===== src/rtl/io_rt_pkg.sv =====
package io_rt_pkg;
    localparam int NWIN = 5;
    localparam int NTGT = 6;
    localparam int W_CMD0 = 0;
    localparam int W_CTL0 = 1;
    localparam int W_CMD1 = 2;
    localparam int W_CTL1 = 3;
    localparam int W_BM   = 4;
    localparam int T_BM0  = 4;
    localparam int T_BM1  = 5;
    localparam int SEL_OFFSET = 6;
    localparam int SEL_BIT    = 4;
endpackage


===== src/rtl/io_rt_bars.sv =====
module io_rt_bars
    import io_rt_pkg::*;
#(
    parameter int AW = 16
) (
    input  logic                     clk,
    input  logic                     rst_n,
    input  logic                     wr,
    input  logic [2:0]               idx,
    input  logic [AW-1:0]            value,
    output logic [NWIN-1:0][AW-1:0]  base
);
    logic [NWIN-1:0][AW-1:0] base_d, base_q;

    always_comb begin
        base_d = base_q;
        if (wr && value != '0 && int'(idx) < NWIN)
            base_d[idx] = value;
    end

    always_ff @(posedge clk or negedge rst_n) begin
        if (!rst_n) base_q <= '0;
        else        base_q <= base_d;
    end

    assign base = base_q;

    // zero value never changes any base
    p_zero_keep_r10: assert property (@(posedge clk) disable iff (!rst_n)
        (wr && value == '0) |=> $stable(base_q));
endmodule


===== src/rtl/io_rt_window.sv =====
module io_rt_window #(
    parameter int AW   = 16,
    parameter int SIZE = 8,
    parameter int OFFW = 4
) (
    input  logic [AW-1:0]   base,
    input  logic [AW-1:0]   addr,
    output logic            hit,
    output logic [OFFW-1:0] off
);
    logic [AW:0]   limit;
    logic [AW-1:0] diff;

    always_comb begin
        limit = {1'b0, base} + (AW+1)'(SIZE);
        diff  = addr - base;
        hit   = (addr >= base) && ({1'b0, addr} < limit);
        off   = diff[OFFW-1:0];
    end
endmodule


===== src/rtl/io_window_router.sv =====
module io_window_router
    import io_rt_pkg::*;
#(
    parameter int AW       = 16,
    parameter int CMD_SIZE = 8,
    parameter int CTL_SIZE = 4,
    parameter int BM_BLK   = 8,
    localparam int BM_SIZE = 2 * BM_BLK,
    localparam int MAXW    = (BM_SIZE > CMD_SIZE)
                             ? ((BM_SIZE > CTL_SIZE) ? BM_SIZE : CTL_SIZE)
                             : ((CMD_SIZE > CTL_SIZE) ? CMD_SIZE : CTL_SIZE),
    localparam int OFFW    = $clog2(MAXW)
) (
    input  logic              clk,
    input  logic              rst_n,
    input  logic              acc_valid,
    input  logic [AW-1:0]     acc_addr,
    input  logic [2:0]        acc_size,
    input  logic              acc_write,
    input  logic [7:0]        acc_wdata,
    input  logic              io_enable,
    input  logic              bm_enable,
    input  logic [3:0]        dev_present,
    input  logic              bar_wr,
    input  logic [2:0]        bar_idx,
    input  logic [AW-1:0]     bar_value,
    input  logic [31:0]       tgt_rdata,
    output logic              rsp_valid,
    output logic              rsp_err,
    output logic [NTGT-1:0]   tgt_hit,
    output logic [OFFW-1:0]   tgt_off,
    output logic              tgt_wr,
    output logic [1:0]        dev_sel,
    output logic [31:0]       rsp_rdata
);
    localparam int WIN_SIZE [NWIN] = '{CMD_SIZE, CTL_SIZE, CMD_SIZE, CTL_SIZE, BM_SIZE};

    typedef struct packed {
        logic            valid;
        logic            err;
        logic [NTGT-1:0] hit;
        logic [OFFW-1:0] off;
        logic            wr;
        logic            blank;
        logic [1:0]      sel;
    } rsp_t;

    logic [NWIN-1:0][AW-1:0]   base;
    logic [NWIN-1:0]           win_hit;
    logic [NWIN-1:0][OFFW-1:0] win_off;
    rsp_t                      st_d, st_q;

    io_rt_bars #(.AW(AW)) u_bars (
        .clk   (clk),
        .rst_n (rst_n),
        .wr    (bar_wr),
        .idx   (bar_idx),
        .value (bar_value),
        .base  (base)
    );

    for (genvar g = 0; g < NWIN; g++) begin : g_win
        io_rt_window #(.AW(AW), .SIZE(WIN_SIZE[g]), .OFFW(OFFW)) u_win (
            .base (base[g]),
            .addr (acc_addr),
            .hit  (win_hit[g]),
            .off  (win_off[g])
        );
    end

    logic            size_ok;
    logic            any_hit;
    logic [2:0]      win_idx;
    logic            ch;
    logic            sel_now;
    logic [OFFW-1:0] off_now;

    always_comb begin
        size_ok = (acc_size == 3'd1) || (acc_size == 3'd2) || (acc_size == 3'd4);
        any_hit = 1'b0;
        win_idx = '0;
        for (int i = NWIN - 1; i >= 0; i--) begin
            if (win_hit[i]) begin
                any_hit = 1'b1;
                win_idx = 3'(i);
            end
        end
        off_now = win_off[win_idx];
        ch      = win_idx[1];
        sel_now = st_q.sel[ch];

        st_d       = st_q;
        st_d.valid = acc_valid;
        st_d.err   = 1'b0;
        st_d.hit   = '0;
        st_d.off   = '0;
        st_d.wr    = 1'b0;
        st_d.blank = 1'b1;

        if (acc_valid) begin
            if (!size_ok) begin
                st_d.err = 1'b1;
            end else if (io_enable) begin
                if (!any_hit) begin
                    st_d.err = 1'b1;
                end else if (int'(win_idx) == W_BM) begin
                    if (!(acc_write && !bm_enable)) begin
                        st_d.wr    = acc_write;
                        st_d.blank = acc_write;
                        if (int'(off_now) < BM_BLK) begin
                            st_d.hit[T_BM0] = 1'b1;
                            st_d.off        = off_now;
                        end else begin
                            st_d.hit[T_BM1] = 1'b1;
                            st_d.off        = off_now - OFFW'(BM_BLK);
                        end
                    end
                end else begin
                    if (acc_write && !win_idx[0] && int'(off_now) == SEL_OFFSET)
                        sel_now = acc_wdata[SEL_BIT];
                    st_d.sel[ch] = sel_now;
                    if (dev_present[{ch, sel_now}]) begin
                        st_d.hit[win_idx] = 1'b1;
                        st_d.off          = off_now;
                        st_d.wr           = acc_write;
                        st_d.blank        = acc_write;
                    end
                end
            end
        end
    end

    always_ff @(posedge clk or negedge rst_n) begin
        if (!rst_n) st_q <= '{default: '0, blank: 1'b1};
        else        st_q <= st_d;
    end

    assign rsp_valid = st_q.valid;
    assign rsp_err   = st_q.err;
    assign tgt_hit   = st_q.hit;
    assign tgt_off   = st_q.off;
    assign tgt_wr    = st_q.wr;
    assign dev_sel   = st_q.sel;
    assign rsp_rdata = st_q.blank ? 32'd0 : tgt_rdata;

    // never more than one target
    p_hit_onehot_r3: assert property (@(posedge clk) disable iff (!rst_n)
        $onehot0(tgt_hit));
    // illegal size gives an error and no target
    p_size_err_r1: assert property (@(posedge clk) disable iff (!rst_n)
        (acc_valid && acc_size != 3'd1 && acc_size != 3'd2 && acc_size != 3'd4)
        |=> (rsp_err && tgt_hit == '0));
    // disabled I/O routes nowhere and keeps the selection
    p_io_off_r2: assert property (@(posedge clk) disable iff (!rst_n)
        (acc_valid && !io_enable) |=> (tgt_hit == '0 && $stable(dev_sel)));
    // bus-master writes dropped while disabled
    p_bm_drop_r7: assert property (@(posedge clk) disable iff (!rst_n)
        (acc_valid && acc_write && !bm_enable)
        |=> !(tgt_wr && (tgt_hit[T_BM0] || tgt_hit[T_BM1])));
    // selection changes only on an access
    p_sel_hold_r8: assert property (@(posedge clk) disable iff (!rst_n)
        !acc_valid |=> $stable(dev_sel));
    // bus-master offsets stay inside one channel block
    p_bm_off_r6: assert property (@(posedge clk) disable iff (!rst_n)
        (tgt_hit[T_BM0] || tgt_hit[T_BM1]) |-> (int'(tgt_off) < BM_BLK));
    // a response follows every request
    p_rsp_timing_r12: assert property (@(posedge clk) disable iff (!rst_n)
        acc_valid |=> rsp_valid);
endmodule


===== config.mk =====
export PLATFORM = sky130hd
export DESIGN_NAME = io_window_router
export DESIGN_NICKNAME = d
export VERILOG_FILES = /design/src/rtl/io_rt_pkg.sv /design/src/rtl/io_rt_bars.sv /design/src/rtl/io_rt_window.sv /design/src/rtl/io_window_router.sv
export SDC_FILE = /design/constraint.sdc
export NUM_CORES = 1
export LEC_CHECK = 0
export ABC_AREA = 1
export BUFFER_PORTS_ARGS = -buffer_cell sky130_fd_sc_hd__buf_4
export CORE_UTILIZATION = 40
export CTS_CLUSTER_SIZE = 8
export DETAILED_ROUTE_END_ITERATION = 6
export PLACE_DENSITY = 0.57
export SETUP_SLACK_MARGIN = 0.3
export SLEW_MARGIN = 20
export SYNTH_ARGS = -nofsm -noshare
export SYNTH_HDL_FRONTEND = slang
export SYNTH_HIERARCHICAL = 1
export SYNTH_SLANG_ARGS = --single-unit

===== constraint.sdc =====
create_clock -name clk -period 5.15 [get_ports clk]
set_clock_uncertainty 0.2 [all_clocks]
set_input_delay 0.2575 -clock clk [delete_from_list [all_inputs] [get_ports clk]]
set_output_delay 0.2575 -clock clk [all_outputs]
set_load 0.05 [all_outputs]

# Word-level counts from Yosys, hierarchy flattened
# Index checks and enable logic that the tools add are counted.
[totals] inputBits=89 ff_bits=96 wordCells=114 output_inout_bits=47
[classes] n_reduce_logical=19 n_lt_le_gt_ge=19 bitwise_logic=1 addsub=11 eq_ne=5 n_mux=47
[op_table] operator="$lt A16 B17 Y1" n=5
[op_table] operator="$bwmux W80" n=1
[op_table] operator="$ge A16 B16 Y1" n=5
[op_table] operator="$demux W16 S3" n=1
[op_table] operator="$add A16 B3 Y17 const B" n=2
[op_table] operator="$add A16 B4 Y17 const B" n=2
[op_table] operator="$mux W32" n=1
[op_table] operator="$mux W15" n=2
[op_table] operator="$mux W14" n=2
[op_table] operator="$mux W1" n=20
[op_table] operator="$sub A4 B4 Y4" n=5
[op_table] operator="$add A16 B5 Y17 const B" n=1
[op_table] operator="$mux W16" n=1
[op_table] operator="$reduce_bool A16 Y1" n=1
[op_table] operator="$mux W3" n=5
[op_table] operator="$logic_and A1 B1 Y1" n=13
[op_table] operator="$bmux W4 S3" n=1
[op_table] operator="$mux W12" n=1
[op_table] operator="$mux W4" n=3
[op_table] operator="$mux W6" n=2
[op_table] operator="$lt A3 B4 Y1 const B" n=2
[op_table] operator="$eq A3 B3 Y1 const B" n=2
[op_table] operator="$ge A3 B1 Y1 const B" n=2
[op_table] operator="$mux W2" n=3
[op_table] operator="other kinds (17)" n=19

# Logic depth before layout (Yosys ltp)
# Gate-level depths: netlist of run 1.
[logic_depth] ltp_word=26 mapped_depth=31 depth_no_buf=31

# Hierarchy
# Netlist of run 1, hierarchy kept.
[by_module_without_submodules] module="io_rt_bars" instances=1 area_per_inst_um2=3452.1 seq_area_each_um2=2001.9 cells_per_inst=379
[by_module_without_submodules] module="io_rt_window at g_win[1].u_win ..." instances=2 area_per_inst_um2=1093.5 seq_area_each_um2=0.0 cells_per_inst=177
[by_module_without_submodules] module="io_window_router" instances=1 area_per_inst_um2=1403.8 seq_area_each_um2=401.6 cells_per_inst=224
[by_module_without_submodules] module="io_rt_window at g_win[4].u_win" instances=1 area_per_inst_um2=1049.8 seq_area_each_um2=0.0 cells_per_inst=163
[by_module_without_submodules] module="io_rt_window at g_win[2].u_win" instances=1 area_per_inst_um2=1048.5 seq_area_each_um2=0.0 cells_per_inst=163
[by_module_without_submodules] module="io_rt_window at g_win[0].u_win" instances=1 area_per_inst_um2=1042.2 seq_area_each_um2=0.0 cells_per_inst=162

# Least setup slack after synthesis of run 1
# Ideal clock, no wire load.
[synth_timing] path_kind="register to register" start="reg u_bars.base_q (netlist bit u_bars/base[18])" end="reg st_q (netlist bit tgt_off[2])" t_required_ps=4833 period_less_slack_ps=3580 setup_time_ps=117 stages_incl_launch_ff=28 slack_ps=1570 n_path_buf=0 arrival_ps=3263 cell_sequence="dfrtp_1 ha_1 nand2_1 nor2_1 nand2_1 nor2_1 xor2_1 ha_1 a21oi_1 nand2_1 nor2_1 nand2_1 nand2_1 nand2_1 a21oi_2 inv_1 nand2_1 nand2_2 o21ai_1 nor2_2 nor2_4 nand4_1 nand2_2 nand2_2 nand3_2 nand3_2 nand2_2 nor2_1"
[synth_lines] element="start, declared" line_no="io_rt_bars.sv:13" source="logic [NWIN-1:0][AW-1:0] base_d, base_q;"
[synth_lines] element="start signal, assigned" line_no="io_rt_bars.sv:23" source="else base_q <= base_d;"
[synth_lines] element="end signal, assigned" line_no="io_window_router.sv:135" source="else st_q <= st_d;"
[synth_lines] element="end, declared" line_no="io_window_router.sv:51" source="rsp_t st_d, st_q;"

==> results of run 1 <==
kinds of logic after synthesis:
logic type / count (synthesis) / share of synthesized area [%]
AND/OR/NAND/NOR: 767 / 35.5
buffers and inverters: 276 / 11.0
adder cells (fa/ha/maj): 159 / 19.9
flip-flops: 96 / 23.6
AO/OA/AOI/OAI: 89 / 4.96
XOR/XNOR: 58 / 4.99
tightest hold or removal path: stages:
cell and delay, ns:
sky130_fd_sc_hd__buf_4 0.14, sky130_fd_sc_hd__nand4_1 0.09, sky130_fd_sc_hd__nand2_1 0.05
registers in the layout (all words and copies together), names as in the netlist:
signal / count
u_bars/base: 80
tgt_hit: 6
tgt_off: 4
dev_sel: 2
rsp_err: 1
rsp_valid: 1
st_q: 1
tgt_wr: 1
per-stage QoR:
stage	cell area (um^2)	power, mW	hold slack (ns)	setup WS [ns]	util (%)
4_1_cts	11700	3.51	0.00474	0.841	46.5
3_3_place_gp	11400	2.79	0.0958	0.892	45.3
5_1_grt	11700	3.83	0.00876	0.355	46.6
3_5_place_dp	11400	2.83	0.106	0.871	45.3
6_report	11700	3.49	0.0170	0.854	46.6
2_1_floorplan	10200	2.35	-0.238	1.57	-
where the power goes:
| part | total, mW | switching [mW] | leakage [nW] | internal [mW] |
|---|---|---|---|---|
| Sequential | 1.07 | 0.175 | 1.23 | 0.898 |
| Combinational | 1.75 | 1.09 | 4.98 | 0.657 |
| Clock | 0.669 | 0.299 | 0.134 | 0.370 |
| Total | 3.49 | 1.57 | 6.34 | 1.92 |
metal layers:
| layer | GRT usage [%] | up-vias | wire, um |
|---|---|---|---|
| met5 | 0 | - | 0 |
| met4 | 4.89 | 0 | 359 |
| met2 | 36.6 | 231 | 12600 |
| met3 | 2.90 | 31 | 1380 |
| li1 | - | 4868 | - |
| met1 | 29.5 | 4198 | 13400 |
how the worst max path moves through the flow:
stage | start | to | slack (ns) | cells after the start
2_1_floorplan | u_bars/base[18] | tgt_off[2] | 1.57 | 27
3_3_place_gp | u_bars/base[18] | tgt_off[2] | 0.89 | 27
3_5_place_dp | u_bars/base[18] | tgt_off[1] | 0.87 | 27
4_1_cts | u_bars/base[18] | tgt_off[2] | 0.84 | 27
5_1_grt | u_bars/base[18] | tgt_off[0] | 0.36 | 27
6_report | u_bars/base[50] | tgt_off[2] | 0.85 | 27
placed cells by master, fill, tap and decap left out, drive strengths merged, types with 2 or more instances in the layout:
cell type	instances
a21boi	2
a21o	8
a21oi	55
buf	136
clkbuf	10
clkinv	2
dfrtp	95
dlygate4sd3	4
fa	5
ha	154
inv	232
nand2	423
nand3	74
nand4	96
nor2	137
nor3	31
nor4	4
o21ai	22
o31ai	2
xnor2	9
xor2	49
repair_timing:
action,4_1_cts,5_1_grt
hold buffers,4,0
endpoints found under the hold margin,45,0
resized for setup,0,0
endpoints found under the setup margin,0,0
final cells by class:
cell class / instances / area (um^2) / share of cell area, %
multi-input combinational: 1073 / 6670 / 57.0
sequential: 96 / 2400 / 20.6
timing repair buffer: 140 / 1060 / 9.07
inverter: 232 / 871 / 7.45
tap: 330 / 413 / 3.53
clock buffer: 10 / 229 / 1.96
clock inverter: 4 / 47.5 / 0.407
==> reports/metrics.yaml, run 1 <==
synth.most_common_cell: "sky130_fd_sc_hd__nand2_1"
synth-edff-count: 0
setup_violations: 0
timing.hold.worst.class: "in2reg"
ys_seq_area_share_pct: 23.6
final.fill_count: 2550
clock_insertion_delay_worst_skew_ns: 0.36
dp.cells: 1867
worstMarginPinSlew_ns: 0.891
clock_sinks: 96
critPathMaxStageDelay_ns: 0.43
drt-pass1-iter-count: 5
detail_route.vias_per_cell: 4.95
critPathBufInv: 0
cts.root.buffer_cell: "sky130_fd_sc_hd__clkbuf_16"
synth.top_cell.area_share_pct: 23.3
fin_crit_ns: 4.30
antenna-diode-count: 0
max_freq_ghz: 0.233
r2r_setup_slk_ns: 0.85
grt_start_max_net_pins: 55
initial_core_util_pct: 40.6
floorplan.io_pins: 136
cp_data_arrival_time_ns: 4.33
syn-instance-count: 1445
drv_cap: 0
detailroute.via_count: 9328
timing_hold_violations_final: 0
r2r_end: "tgt_off[2]"
synthFlopType: "sky130_fd_sc_hd__dfrtp_1"
max-vdd-ir-drop_uv: 137
die_w_um: 162
r2r_cells: 27
crit_reg_reg_startpoint: "u_bars/base[50]"
postCtsSetupRepairBufs: 0
yosysUniqueCellTypes: 37
gp_congestion: 0.875
cts_buffer_depth: 2
cell_types_occupying_the_most_area_after_synthesis: "sky130_fd_sc_hd__dfrtp_1, sky130_fd_sc_hd__ha_1, sky130_fd_sc_hd__nand2_1"
grt_pass1_wl_um: 45000
timing.hold.worst_endpoint: "u_bars/base[13]"
timing.hold.worst_path_depth: 3
drc: 0
grt_setup_unrepaired: "false"
grt_util_all_layers_pct: 21.7
place.port_buffers: 128
post_synthesis_sequential_element_count: 96
floorplan.rows: 58
floorplan.die_area_um2: 26100
cpLargestDelayFamily: "simple AND/OR/NAND/NOR gates"
ys_warn_count: 6
avgRoutedWirePerCell_um: 14.7
vias_in_the_first_global_route: 8679
floorplan.core_area_um2: 25100
final-instance-count-excl-fill: 1885
crit_top_cell: "sky130_fd_sc_hd__nand2_1"
run_status: "completed"
holdCritStartpoint: "bar_value[13]"
design.final.nets: 1800
synth.top_cells.by_count: "sky130_fd_sc_hd__nand2_1, sky130_fd_sc_hd__inv_1, sky130_fd_sc_hd__ha_1"
detailedPlacementHpwl_um: 22100
area_growth_pct: 14.8
die_h_um: 162
clock_transition_at_the_registers_of_the_reported_paths_ns: 0.07
worst-setup-path-type: "reg2reg"
htree_levels: 3
wl_um: 27800
cts_inserted_buffers: 9
worst-endpoint-required_ns: 5.19
syn_area_um2: 10200
final_layout_size_suffix_gt1_share_pct: 15.4
finalSetupTns_ns: 0
final_antenna_net_count: 0
synth_largest_area_cell: "sky130_fd_sc_hd__dfrtp_1"
grt_antenna_before_repair: 0
cts_tree: "built"
critical_path.slowest_cell: "sky130_fd_sc_hd__dfrtp_1"
critical_path_source_type: "register"
power.density_nw_per_um2: 299
drtIter0Drc: 517
endpoint_kind: "register"
synth_async_sr_flop_share_pct: 100
mappedNetlistNets: 1693
power.leakage_nw: 6.34
slew_headroom_pct: 40.4
syn-mean-instance-area_um2: 7.05
final_min_period_over_clock_period_pct: 83.4
critical_path_peak_fanout: 8
grt_overflow_total: 0
timing_max_transition_violations_final: 0
Note: power is estimated with default switching activity, not from simulation.
==> run 2, diff against run 1 <==
Clock period 5.15 ns to 4.5 ns, I/O delays scaled along.
==> run 2 against run 1 <==
Compared with the run above:
- cell count rose by 2.2%
- critical endpoint is now tgt_off[1]
- register-to-register slack got worse by 0.40 ns
- combinational power rose by 30%
- sequential share of layout area fell by 1.0 points
- non-clock buffer count rose by 40
- power rose by 23%
==> reports/metrics.yaml, run 2 (synthesized netlist as in run 1, its figures left out) <==
run_status: "completed"
grt_util_all_layers_pct: 22.3
hold-worst-slack_ns: 0.0158
power_frac_clock_pct: 18.5
grt_setup_unrepaired: "true"
gp_congestion: 0.867
cp_data_arrival_time_ns: 4.09
clock_transition_at_the_registers_of_the_reported_paths_ns: 0.07
vias_in_the_first_global_route: 8881
grt_overflow_total: 0
drtIter0Drc: 517
htree_levels: 3
floorplan.core_area_um2: 25100
cts.root.buffer_cell: "sky130_fd_sc_hd__clkbuf_16"
floorplan.die_area_um2: 26100
cts_buffer_depth: 2
clock_sinks: 96
floorplan.rows: 58
detailroute.via_count: 9518
design.final.nets: 1840
layout.cells.most_common: "sky130_fd_sc_hd__nand2_1"
drv_cap: 0
number_of_flip_flops_in_the_largest_register: 80
initial_core_util_pct: 40.6
share_comb_of_total_power_pct: 52.9
mostFrequentLayoutCells: "sky130_fd_sc_hd__nand2_1, sky130_fd_sc_hd__inv_1, sky130_fd_sc_hd__buf_4, sky130_fd_sc_hd__ha_1, sky130_fd_sc_hd__nor2_1"
switching_power_mw: 1.94
timing.hold.worst.class: "in2reg"
critical_path.slowest_cell: "sky130_fd_sc_hd__dfrtp_1"
fin_crit_ns: 4.04
final_antenna_net_count: 0
area_growth_pct: 21.4
drt-pass1-iter-count: 5
wl_um: 28900
detail_route.vias_per_cell: 4.94
max-vdd-ir-drop_uv: 196
cts_inserted_buffers: 9
slew_headroom_pct: 38.3
dp.cells: 1869
die_w_um: 162
critical_path_peak_fanout: 7
worst-setup-path-type: "reg2reg"
critical_path_source_type: "register"
p_int_mw: 2.37
avgRoutedWirePerCell_um: 15.0
max_freq_ghz: 0.247
worstMarginPinSlew_ns: 0.922
antenna-diode-count: 0
floorplan.io_pins: 136
final_layout_size_suffix_gt1_share_pct: 20.1
endpoint_kind: "register"
worst-endpoint-required_ns: 4.55
detailedPlacementHpwl_um: 22300
timing_max_transition_violations_final: 0
crit_top_cell: "sky130_fd_sc_hd__nand2_2"
final_min_period_over_clock_period_pct: 89.9
clock_insertion_delay_worst_skew_ns: 0.36
place.port_buffers: 128
critPathMaxStageDelay_ns: 0.42
final-instance-count-excl-fill: 1927
switching_share_pct: 45.1
die_h_um: 162
drc: 0
grt_pass1_wl_um: 46100
cts_tree: "built"
timing_hold_violations_final: 0
share_seq_of_total_power_pct: 28.6
power.leakage_nw: 6.60
grt_antenna_before_repair: 0
finalSetupTns_ns: 0
setup_violations: 0
power.density_nw_per_um2: 348
grt_start_max_net_pins: 54
run 2: changes by cell type in the layout (fill, tap and decap cells not counted), sizes merged:
cell,previous run,this run
buf,136,162
dlygate4sd3,4,18
clkbuf,10,12
clkinv,2,1
clkinvlp,1,2
run 2: what timing repair did:
action | 4_1_cts | 5_1_grt
pin swaps | 1 | 42
gates resized for setup | 5 | 76
hold endpoints to repair | 99 | 0
gates cloned | 0 | 0
endpoints found under the setup margin | 9 | 13
buffers inserted | 0 | 24
hold buffers | 18 | 0
run 2: final timing paths:
kind | slack [ns] | to | startpoint | depth (start not counted)
worst max-delay path | 0.46 | tgt_off[1] | u_bars/base[51] | 27
worst min-delay path | 0.02 | u_bars/base[6] | bar_value[6] | 3
worst max register to register | 0.46 | tgt_off[1] | u_bars/base[51] | 27
worst min register to register | 0.27 | u_bars/base[2] | u_bars/base[2] | 2
max in group asynchronous | 2.70 | u_bars/base[36] | rst_n | 3
min in group asynchronous | 0.26 | rsp_err | rst_n | 2
run 2: per-layer routing:
metal	wire [um]	GRT usage [%]	part of all wire, %	up-vias
met5	0	0	0	-
met4	399	4.63	1.4	0
met3	1570	3.93	5.4	27
met2	13400	37.7	46	243
met1	13500	29.7	47	4304
li1	-	-	-	4944
run 2: power by group through the flow:
stage               Clock (mW)  Combinational, mW  Sequential [mW]
floorplan                    0               1.50             1.19
global placement             0               1.96             1.24
detailed placement           0               1.99             1.24
CTS                      0.819               2.03             1.23
global route             0.848               2.59             1.26
finish                   0.797               2.28             1.23
run 2: cell type report:
| class | count | area (um^2) |
|---|---|---|
| inverter | 232 | 878 |
| clock inverter | 4 | 53.8 |
| clock buffer | 12 | 246 |
| tap | 330 | 413 |
| timing repair buffer | 180 | 1410 |
| multi-input combinational | 1073 | 6950 |
| fill | 2522 | 12700 |
| sequential | 96 | 2410 |
run 2: through the flow:
stage          util (%)  cell area (um^2)  power, mW  setup slack [ns]
2_1_floorplan         -             10200       2.69             0.920
3_3_place_gp       45.3             11400       3.19             0.275
3_5_place_dp       45.3             11400       3.24             0.202
4_1_cts            47.3             11900       4.08             0.321
5_1_grt            49.3             12400       4.70             0.179
6_report           49.3             12400       4.31             0.456
run 2: worst max-delay path: cells and delay by family, from the launching register on:
kind | cells | cell delay [ns]
flip-flops | 1 | 0.42
XOR/XNOR | 1 | 0.17
AND/OR/NAND/NOR | 23 | 2.34
AO/OA/AOI/OAI | 1 | 0.29
adder cells (fa/ha/maj) | 2 | 0.50
